$ cat config.mk
export PLATFORM = sky130hd
export DESIGN_NAME = halfword_fifo_port
export DESIGN_NICKNAME = d
export VERILOG_FILES = /design/src/rtl/hwf_pkg.sv /design/src/rtl/hwf_ring.sv /design/src/rtl/hwf_wr_pack.sv /design/src/rtl/hwf_rd_unpack.sv /design/src/rtl/halfword_fifo_port.sv
export SDC_FILE = /design/constraint.sdc
export NUM_CORES = 1
export LEC_CHECK = 0
export CAP_MARGIN = 20
export CORE_UTILIZATION = 50
export CTS_CLUSTER_DIAMETER = 60
export DETAILED_ROUTE_END_ITERATION = 12
export PLACE_DENSITY = 0.69
export SLEW_MARGIN = 20
export SYNTH_ARGS = -nofsm -noshare
export SYNTH_HDL_FRONTEND = slang
export SYNTH_SLANG_ARGS = --single-unit
$ cat constraint.sdc
create_clock -name clk -period 3.8 [get_ports clk]
set_input_delay 0.38 -clock clk [delete_from_list [all_inputs] [get_ports clk]]
set_output_delay 0.38 -clock clk [all_outputs]
set_load 0.02 [all_outputs]
$ cat src/rtl/hwf_pkg.sv
package hwf_pkg;

  typedef enum logic [1:0] {
    ADV_NONE  = 2'b00,
    ADV_LOWER = 2'b01,
    ADV_UPPER = 2'b10,
    ADV_OFF   = 2'b11
  } adv_sel_e;

  // True when an access to half 'half' (0 lower, 1 upper) completes an entry.
  function automatic logic adv_hit(input logic [1:0] sel, input logic half);
    return ((sel == ADV_LOWER) && !half) || ((sel == ADV_UPPER) && half);
  endfunction

endpackage

$ cat src/rtl/hwf_ring.sv
module hwf_ring #(
  parameter int DEPTH = 8,
  parameter int WIDTH = 32,
  localparam int AW = $clog2(DEPTH),
  localparam int CW = AW + 1
) (
  input  logic             clk,
  input  logic             rst_n,
  input  logic             push,
  input  logic [WIDTH-1:0] push_data,
  input  logic             pop,
  output logic [WIDTH-1:0] head,
  output logic             full,
  output logic             empty,
  output logic [CW-1:0]    fill
);

  logic [WIDTH-1:0] mem [DEPTH];
  logic [AW-1:0]    wptr_q, wptr_d, rptr_q, rptr_d;
  logic [CW-1:0]    cnt_q, cnt_d;
  logic             full_q, full_d, empty_q, empty_d;
  logic             push_ok, pop_ok;

  function automatic logic [AW-1:0] bump(input logic [AW-1:0] p);
    if (p == AW'(DEPTH - 1)) return '0;
    return p + 1'b1;
  endfunction

  assign push_ok = push & ~full_q;
  assign pop_ok  = pop & ~empty_q;

  always_comb begin
    wptr_d = push_ok ? bump(wptr_q) : wptr_q;
    rptr_d = pop_ok  ? bump(rptr_q) : rptr_q;
    unique case ({push_ok, pop_ok})
      2'b10:   cnt_d = cnt_q + 1'b1;
      2'b01:   cnt_d = cnt_q - 1'b1;
      default: cnt_d = cnt_q;
    endcase
    full_d  = (cnt_d == CW'(DEPTH));
    empty_d = (cnt_d == '0);
  end

  always_ff @(posedge clk or negedge rst_n) begin
    if (!rst_n) begin
      wptr_q  <= '0;
      rptr_q  <= '0;
      cnt_q   <= '0;
      full_q  <= 1'b0;
      empty_q <= 1'b1;
    end else if (push_ok || pop_ok) begin
      wptr_q  <= wptr_d;
      rptr_q  <= rptr_d;
      cnt_q   <= cnt_d;
      full_q  <= full_d;
      empty_q <= empty_d;
    end
  end

  for (genvar i = 0; i < DEPTH; i++) begin : g_entry
    logic we;
    assign we = push_ok && (wptr_q == AW'(i));
    always_ff @(posedge clk) begin
      if (we) mem[i] <= push_data;
    end
  end

  assign head  = mem[rptr_q];
  assign full  = full_q;
  assign empty = empty_q;
  assign fill  = cnt_q;

endmodule

$ cat src/rtl/hwf_wr_pack.sv
module hwf_wr_pack
  import hwf_pkg::*;
#(
  parameter int WIDTH = 32,
  localparam int HW = WIDTH / 2
) (
  input  logic             clk,
  input  logic             rst_n,
  input  logic             mode16,
  input  logic [1:0]       adv_sel,
  input  logic             wr_en,
  input  logic             reg_wr,
  input  logic             reg_half,
  input  logic [WIDTH-1:0] wr_data,
  input  logic             full,
  output logic             push,
  output logic [WIDTH-1:0] push_data,
  output logic             wr_half
);

  logic          half_q, half_d;
  logic [HW-1:0] lo_q, lo_d, hi_q, hi_d;
  logic          access, sel, stage_en;

  assign access   = wr_en | reg_wr;
  assign sel      = wr_en ? half_q : reg_half;   // strobe has priority
  assign stage_en = mode16 & access;

  always_comb begin
    half_d    = half_q;
    lo_d      = lo_q;
    hi_d      = hi_q;
    push      = 1'b0;
    push_data = wr_data;
    if (!mode16) begin
      push = access & ~full;
    end else if (access) begin
      if (wr_en) half_d = ~half_q;            // flips even when full
      if (!full) begin
        if (sel) hi_d = wr_data[HW-1:0];
        else     lo_d = wr_data[HW-1:0];
        if (adv_hit(adv_sel, sel)) begin
          push      = 1'b1;
          push_data = sel ? {wr_data[HW-1:0], lo_q} : {hi_q, wr_data[HW-1:0]};
        end
      end
    end
  end

  always_ff @(posedge clk or negedge rst_n) begin
    if (!rst_n) begin
      half_q <= 1'b0;
      lo_q   <= '0;
      hi_q   <= '0;
    end else if (stage_en) begin
      half_q <= half_d;
      lo_q   <= lo_d;
      hi_q   <= hi_d;
    end
  end

  assign wr_half = half_q;

endmodule

$ cat src/rtl/hwf_rd_unpack.sv
module hwf_rd_unpack
  import hwf_pkg::*;
#(
  parameter int WIDTH = 32,
  localparam int HW = WIDTH / 2
) (
  input  logic             clk,
  input  logic             rst_n,
  input  logic             mode16,
  input  logic [1:0]       adv_sel,
  input  logic             rd_en,
  input  logic             reg_rd,
  input  logic             reg_half,
  input  logic [WIDTH-1:0] head,
  input  logic             empty,
  output logic             pop,
  output logic [WIDTH-1:0] rd_data,
  output logic             rd_half
);

  logic half_q, half_d;
  logic access, sel, half_en;

  assign access  = rd_en | reg_rd;
  assign sel     = rd_en ? half_q : reg_half;
  assign half_en = mode16 & rd_en;

  always_comb begin
    half_d = ~half_q;                          // flips even when empty
    if (!mode16) begin
      pop     = access & ~empty;
      rd_data = head;
    end else begin
      pop     = access & ~empty & adv_hit(adv_sel, sel);
      rd_data = {{HW{1'b0}}, (sel ? head[WIDTH-1:HW] : head[HW-1:0])};
    end
  end

  always_ff @(posedge clk or negedge rst_n) begin
    if (!rst_n)       half_q <= 1'b0;
    else if (half_en) half_q <= half_d;
  end

  assign rd_half = half_q;

endmodule

$ cat src/rtl/halfword_fifo_port.sv
module halfword_fifo_port #(
  parameter int DEPTH = 8,
  parameter int WIDTH = 32,
  localparam int CW = $clog2(DEPTH) + 1
) (
  input  logic             clk,
  input  logic             rst_n,
  input  logic             mode16,
  input  logic [1:0]       adv_sel,
  input  logic             wr_en,
  input  logic [WIDTH-1:0] wr_data,
  input  logic             rd_en,
  output logic [WIDTH-1:0] rd_data,
  input  logic             reg_wr,
  input  logic             reg_rd,
  input  logic             reg_half,
  output logic             full,
  output logic             empty
);

  logic             push, pop;
  logic [WIDTH-1:0] push_data, head;
  logic             wr_half, rd_half;
  logic [CW-1:0]    fill;

  hwf_wr_pack #(.WIDTH(WIDTH)) u_wr (
    .clk(clk), .rst_n(rst_n), .mode16(mode16), .adv_sel(adv_sel),
    .wr_en(wr_en), .reg_wr(reg_wr), .reg_half(reg_half), .wr_data(wr_data),
    .full(full), .push(push), .push_data(push_data), .wr_half(wr_half)
  );

  hwf_ring #(.DEPTH(DEPTH), .WIDTH(WIDTH)) u_ring (
    .clk(clk), .rst_n(rst_n), .push(push), .push_data(push_data),
    .pop(pop), .head(head), .full(full), .empty(empty), .fill(fill)
  );

  hwf_rd_unpack #(.WIDTH(WIDTH)) u_rd (
    .clk(clk), .rst_n(rst_n), .mode16(mode16), .adv_sel(adv_sel),
    .rd_en(rd_en), .reg_rd(reg_rd), .reg_half(reg_half), .head(head),
    .empty(empty), .pop(pop), .rd_data(rd_data), .rd_half(rd_half)
  );

endmodule

==> metrics.csv <==
metric,value,unit
drc_errors,0,
h-tree-depth,1,
initial_core_util,51.3,%
synth_edf_count,256,
required,3420,ps
period_needed,3530,ps
drive_above_1_share,31.1,%
drt_pass1_iterations,5,
wl_per_cell,25.1,um
tns,0,ps
clk_latency,540,ps
fill_cells,1738,
clk_pin_slew_worst_paths,60,ps
synth_area,12600,um2
fmax,0.284,GHz
cp-start-kind,register,
grt.total_usage,21.7,%
syn_avg_cell_area,19.4,um2
nets,812,
slew_viol_final,0,
tightest_slew,702,ps
yosysMostFrequentCell,edfxtp_1,
antenna_left,0,
num_io_pins,76,
antenna_found_initial,2,
die_w,160,um
place.gp.congestion,0.765,
grt_pass1_wl,41300,um
worstPathArrival,3150,ps
grt_setup_unrepaired,no,
period_share,92.8,%
cp-end-kind,output pin,
max_cap_violations,0,
synth_flop_cell,edfxtp_1,
area_growth,17.8,%
ctsResizeCount,0,
max_slew_margin,53.2,%
hold_class,input pin to async pin,
grt_pass1_vias,6886,
routed_wl,27700,um
critPathKind,register to output pin,
cts_max_path_buffers,3,
syn_nets,703,
synth_commonest_cells,"edfxtp_1, mux2_2, mux4_2, dfrtp_1, nand2_1",
clock-sinks,302,
std_cell_rows,57,
clock-root-buffer,clkbuf_16,
synth_top_area_share,61.2,%
syn_inst,648,
cts_tree,yes,
cts_buffers,30,
worstPathMaxFanout,46,
ys_types,39,
status,"complete, no violations",
power.leakage,5.07,nW
grt_max_degree,47,
whs,385,ps
gr-total-overflow,0,
vdd_drop_max,454,uV
dr_total_vias,6468,
finalSetupViolCount,0,
die_y,160,um
post-dp-hpwl,16700,um
yosys_warnings,0,
synth_area_leaders,"edfxtp_1, mux4_2, dfrtp_1, mux2_2, mux2i_1",
synth-seq-cells,302,
fin_worst_skew,20.6,ps
core,24500,um2
hold_viol_final,0,
p_per_area,775,nW/um2
viasPerCell,5.85,
async_flop_share,15.2,%
port-buffer-count,75,
antenna_cells,0,
synth.largest_area_cell,edfxtp_1,
first_iter_violations,464,
seq_area_frac_synth,70.4,%
die_area,25800,um2
[worst paths after layout]
kind | from | end | slack (ps) | depth (start not counted)
worst max-delay path | u_ring.rptr_q[1] | rd_data[12] | 270 | 6
worst min-delay path | rst_n | u_wr.wr_half | 390 | 2
worst max register to register | u_rd.rd_half | u_ring.empty | 980 | 9
worst min register to register | u_rd.rd_half | u_rd.rd_half | 480 | 1
max in group asynchronous | rst_n | u_ring.empty | 2540 | 3
min in group clk | u_rd.rd_half | u_rd.rd_half | 480 | 1
[routing by layer]
metal | vias up | GRT usage (%) | wire length (um)
met4 | 2 | 5.19 | 528
met5 | - | 0 | 11
met3 | 41 | 3.33 | 1560
met2 | 217 | 36.9 | 13900
met1 | 3399 | 29.7 | 11700
li1 | 2809 | - | -
[stage by stage]
step | power, mW | cell area, um2 | util (%) | setup slack, ps | instances
final | 11.5 | 14800 | 60.5 | 273 | 1105
after global routing | 12.0 | 14800 | 60.5 | 134 | 1105
after CTS | 11.5 | 14800 | 60.4 | 77.9 | 1104
after detailed placement | 8.87 | 13900 | 56.8 | 316 | 1047
after global placement | 8.75 | 13900 | 56.8 | 501 | 1047
after floorplan | 7.31 | 12600 | - | 866 | 648
[cell families after synthesis]
group                      after synthesis  synth area share, %
DFF                                    302                 70.4
muxes                                  186                 22.3
and+or+nand+nor                         72                 2.83
buffers and inverters                   40                 1.34
AOI/OAI and AO/OA                       30                 1.45
adders and majority gates               13                 1.35
xor gates and xnor gates                 5                0.349
[state kept, by name, summed over array words and instances, names as in the netlist]
| signal | flops |
|---|---|
| u_ring.wptr_q | 3 |
| u_ring.mem | 256 |
| u_ring.empty | 1 |
| u_wr.wr_half | 1 |
| u_ring.fill | 4 |
| u_ring.rptr_q | 3 |
| u_wr.hi_q | 16 |
| u_wr.lo_q | 16 |
| u_ring.full | 1 |
| u_rd.rd_half | 1 |
[final cells by class]
class | count | area (um2) | share of cell area (%)
inverters | 10 | 37.5 | 0.254
flip-flops and latches | 302 | 8850 | 59.8
well taps | 324 | 405 | 2.74
repair buffers | 107 | 1080 | 7.27
multi-input cells | 306 | 3560 | 24.0
clock inverters | 6 | 25.0 | 0.169
clock buffers | 50 | 847 | 5.73
[cells in the final DEF, fill, tap and decap left out, drive strengths merged]
| cell type | n |
|---|---|
| buf | 32 |
| mux4 | 64 |
| ha | 12 |
| a21oi | 4 |
| or2 | 2 |
| xor2 | 1 |
| nor2b | 2 |
| edfxtp | 256 |
| nor4bb | 1 |
| mux2i | 22 |
| fa | 1 |
| and2 | 3 |
| a211o | 1 |
| a211oi | 3 |
| dfrtp | 45 |
| clkinv | 6 |
| and3 | 7 |
| o21ai | 19 |
| nand2b | 3 |
| a32o | 2 |
| nand3b | 1 |
| mux2 | 100 |
| o211ai | 1 |
| nor3 | 3 |
| nand3 | 3 |
| and4b | 1 |
| dlygate4sd3 | 1 |
| nor2 | 21 |
| clkdlybuf4s50 | 74 |
| nand2 | 23 |
| inv | 10 |
| nand4 | 1 |
| dfstp | 1 |
| xnor2 | 4 |
| clkbuf | 50 |
| nand4b | 1 |
[worst max-delay path, cell delays in order (launching register included)]
cell and delay [ps]:
dfrtp_2 720, buf_12 340, mux4_2 340, mux2_2 280, nand2_1 70, o21ai_0 190
clkdlybuf4s50_1 610
[what timing repair did]
item / 4_1_cts / 5_1_grt
setup endpoints to repair: 0 / 2
endpoints found under the hold margin: 20 / 0
hold buffers: 1 / 0
buffers inserted: 0 / 1
[report_power, final]
group | total [mW] | leakage [nW] | switching, mW | internal (mW)
registers | 4.74 | 2.86 | 0.395 | 4.34
clock network | 2.66 | 0.419 | 1.15 | 1.51
logic | 4.07 | 1.79 | 2.05 | 2.02
total | 11.5 | 5.07 | 3.60 | 7.87
Power figures use the tool's default switching activity.
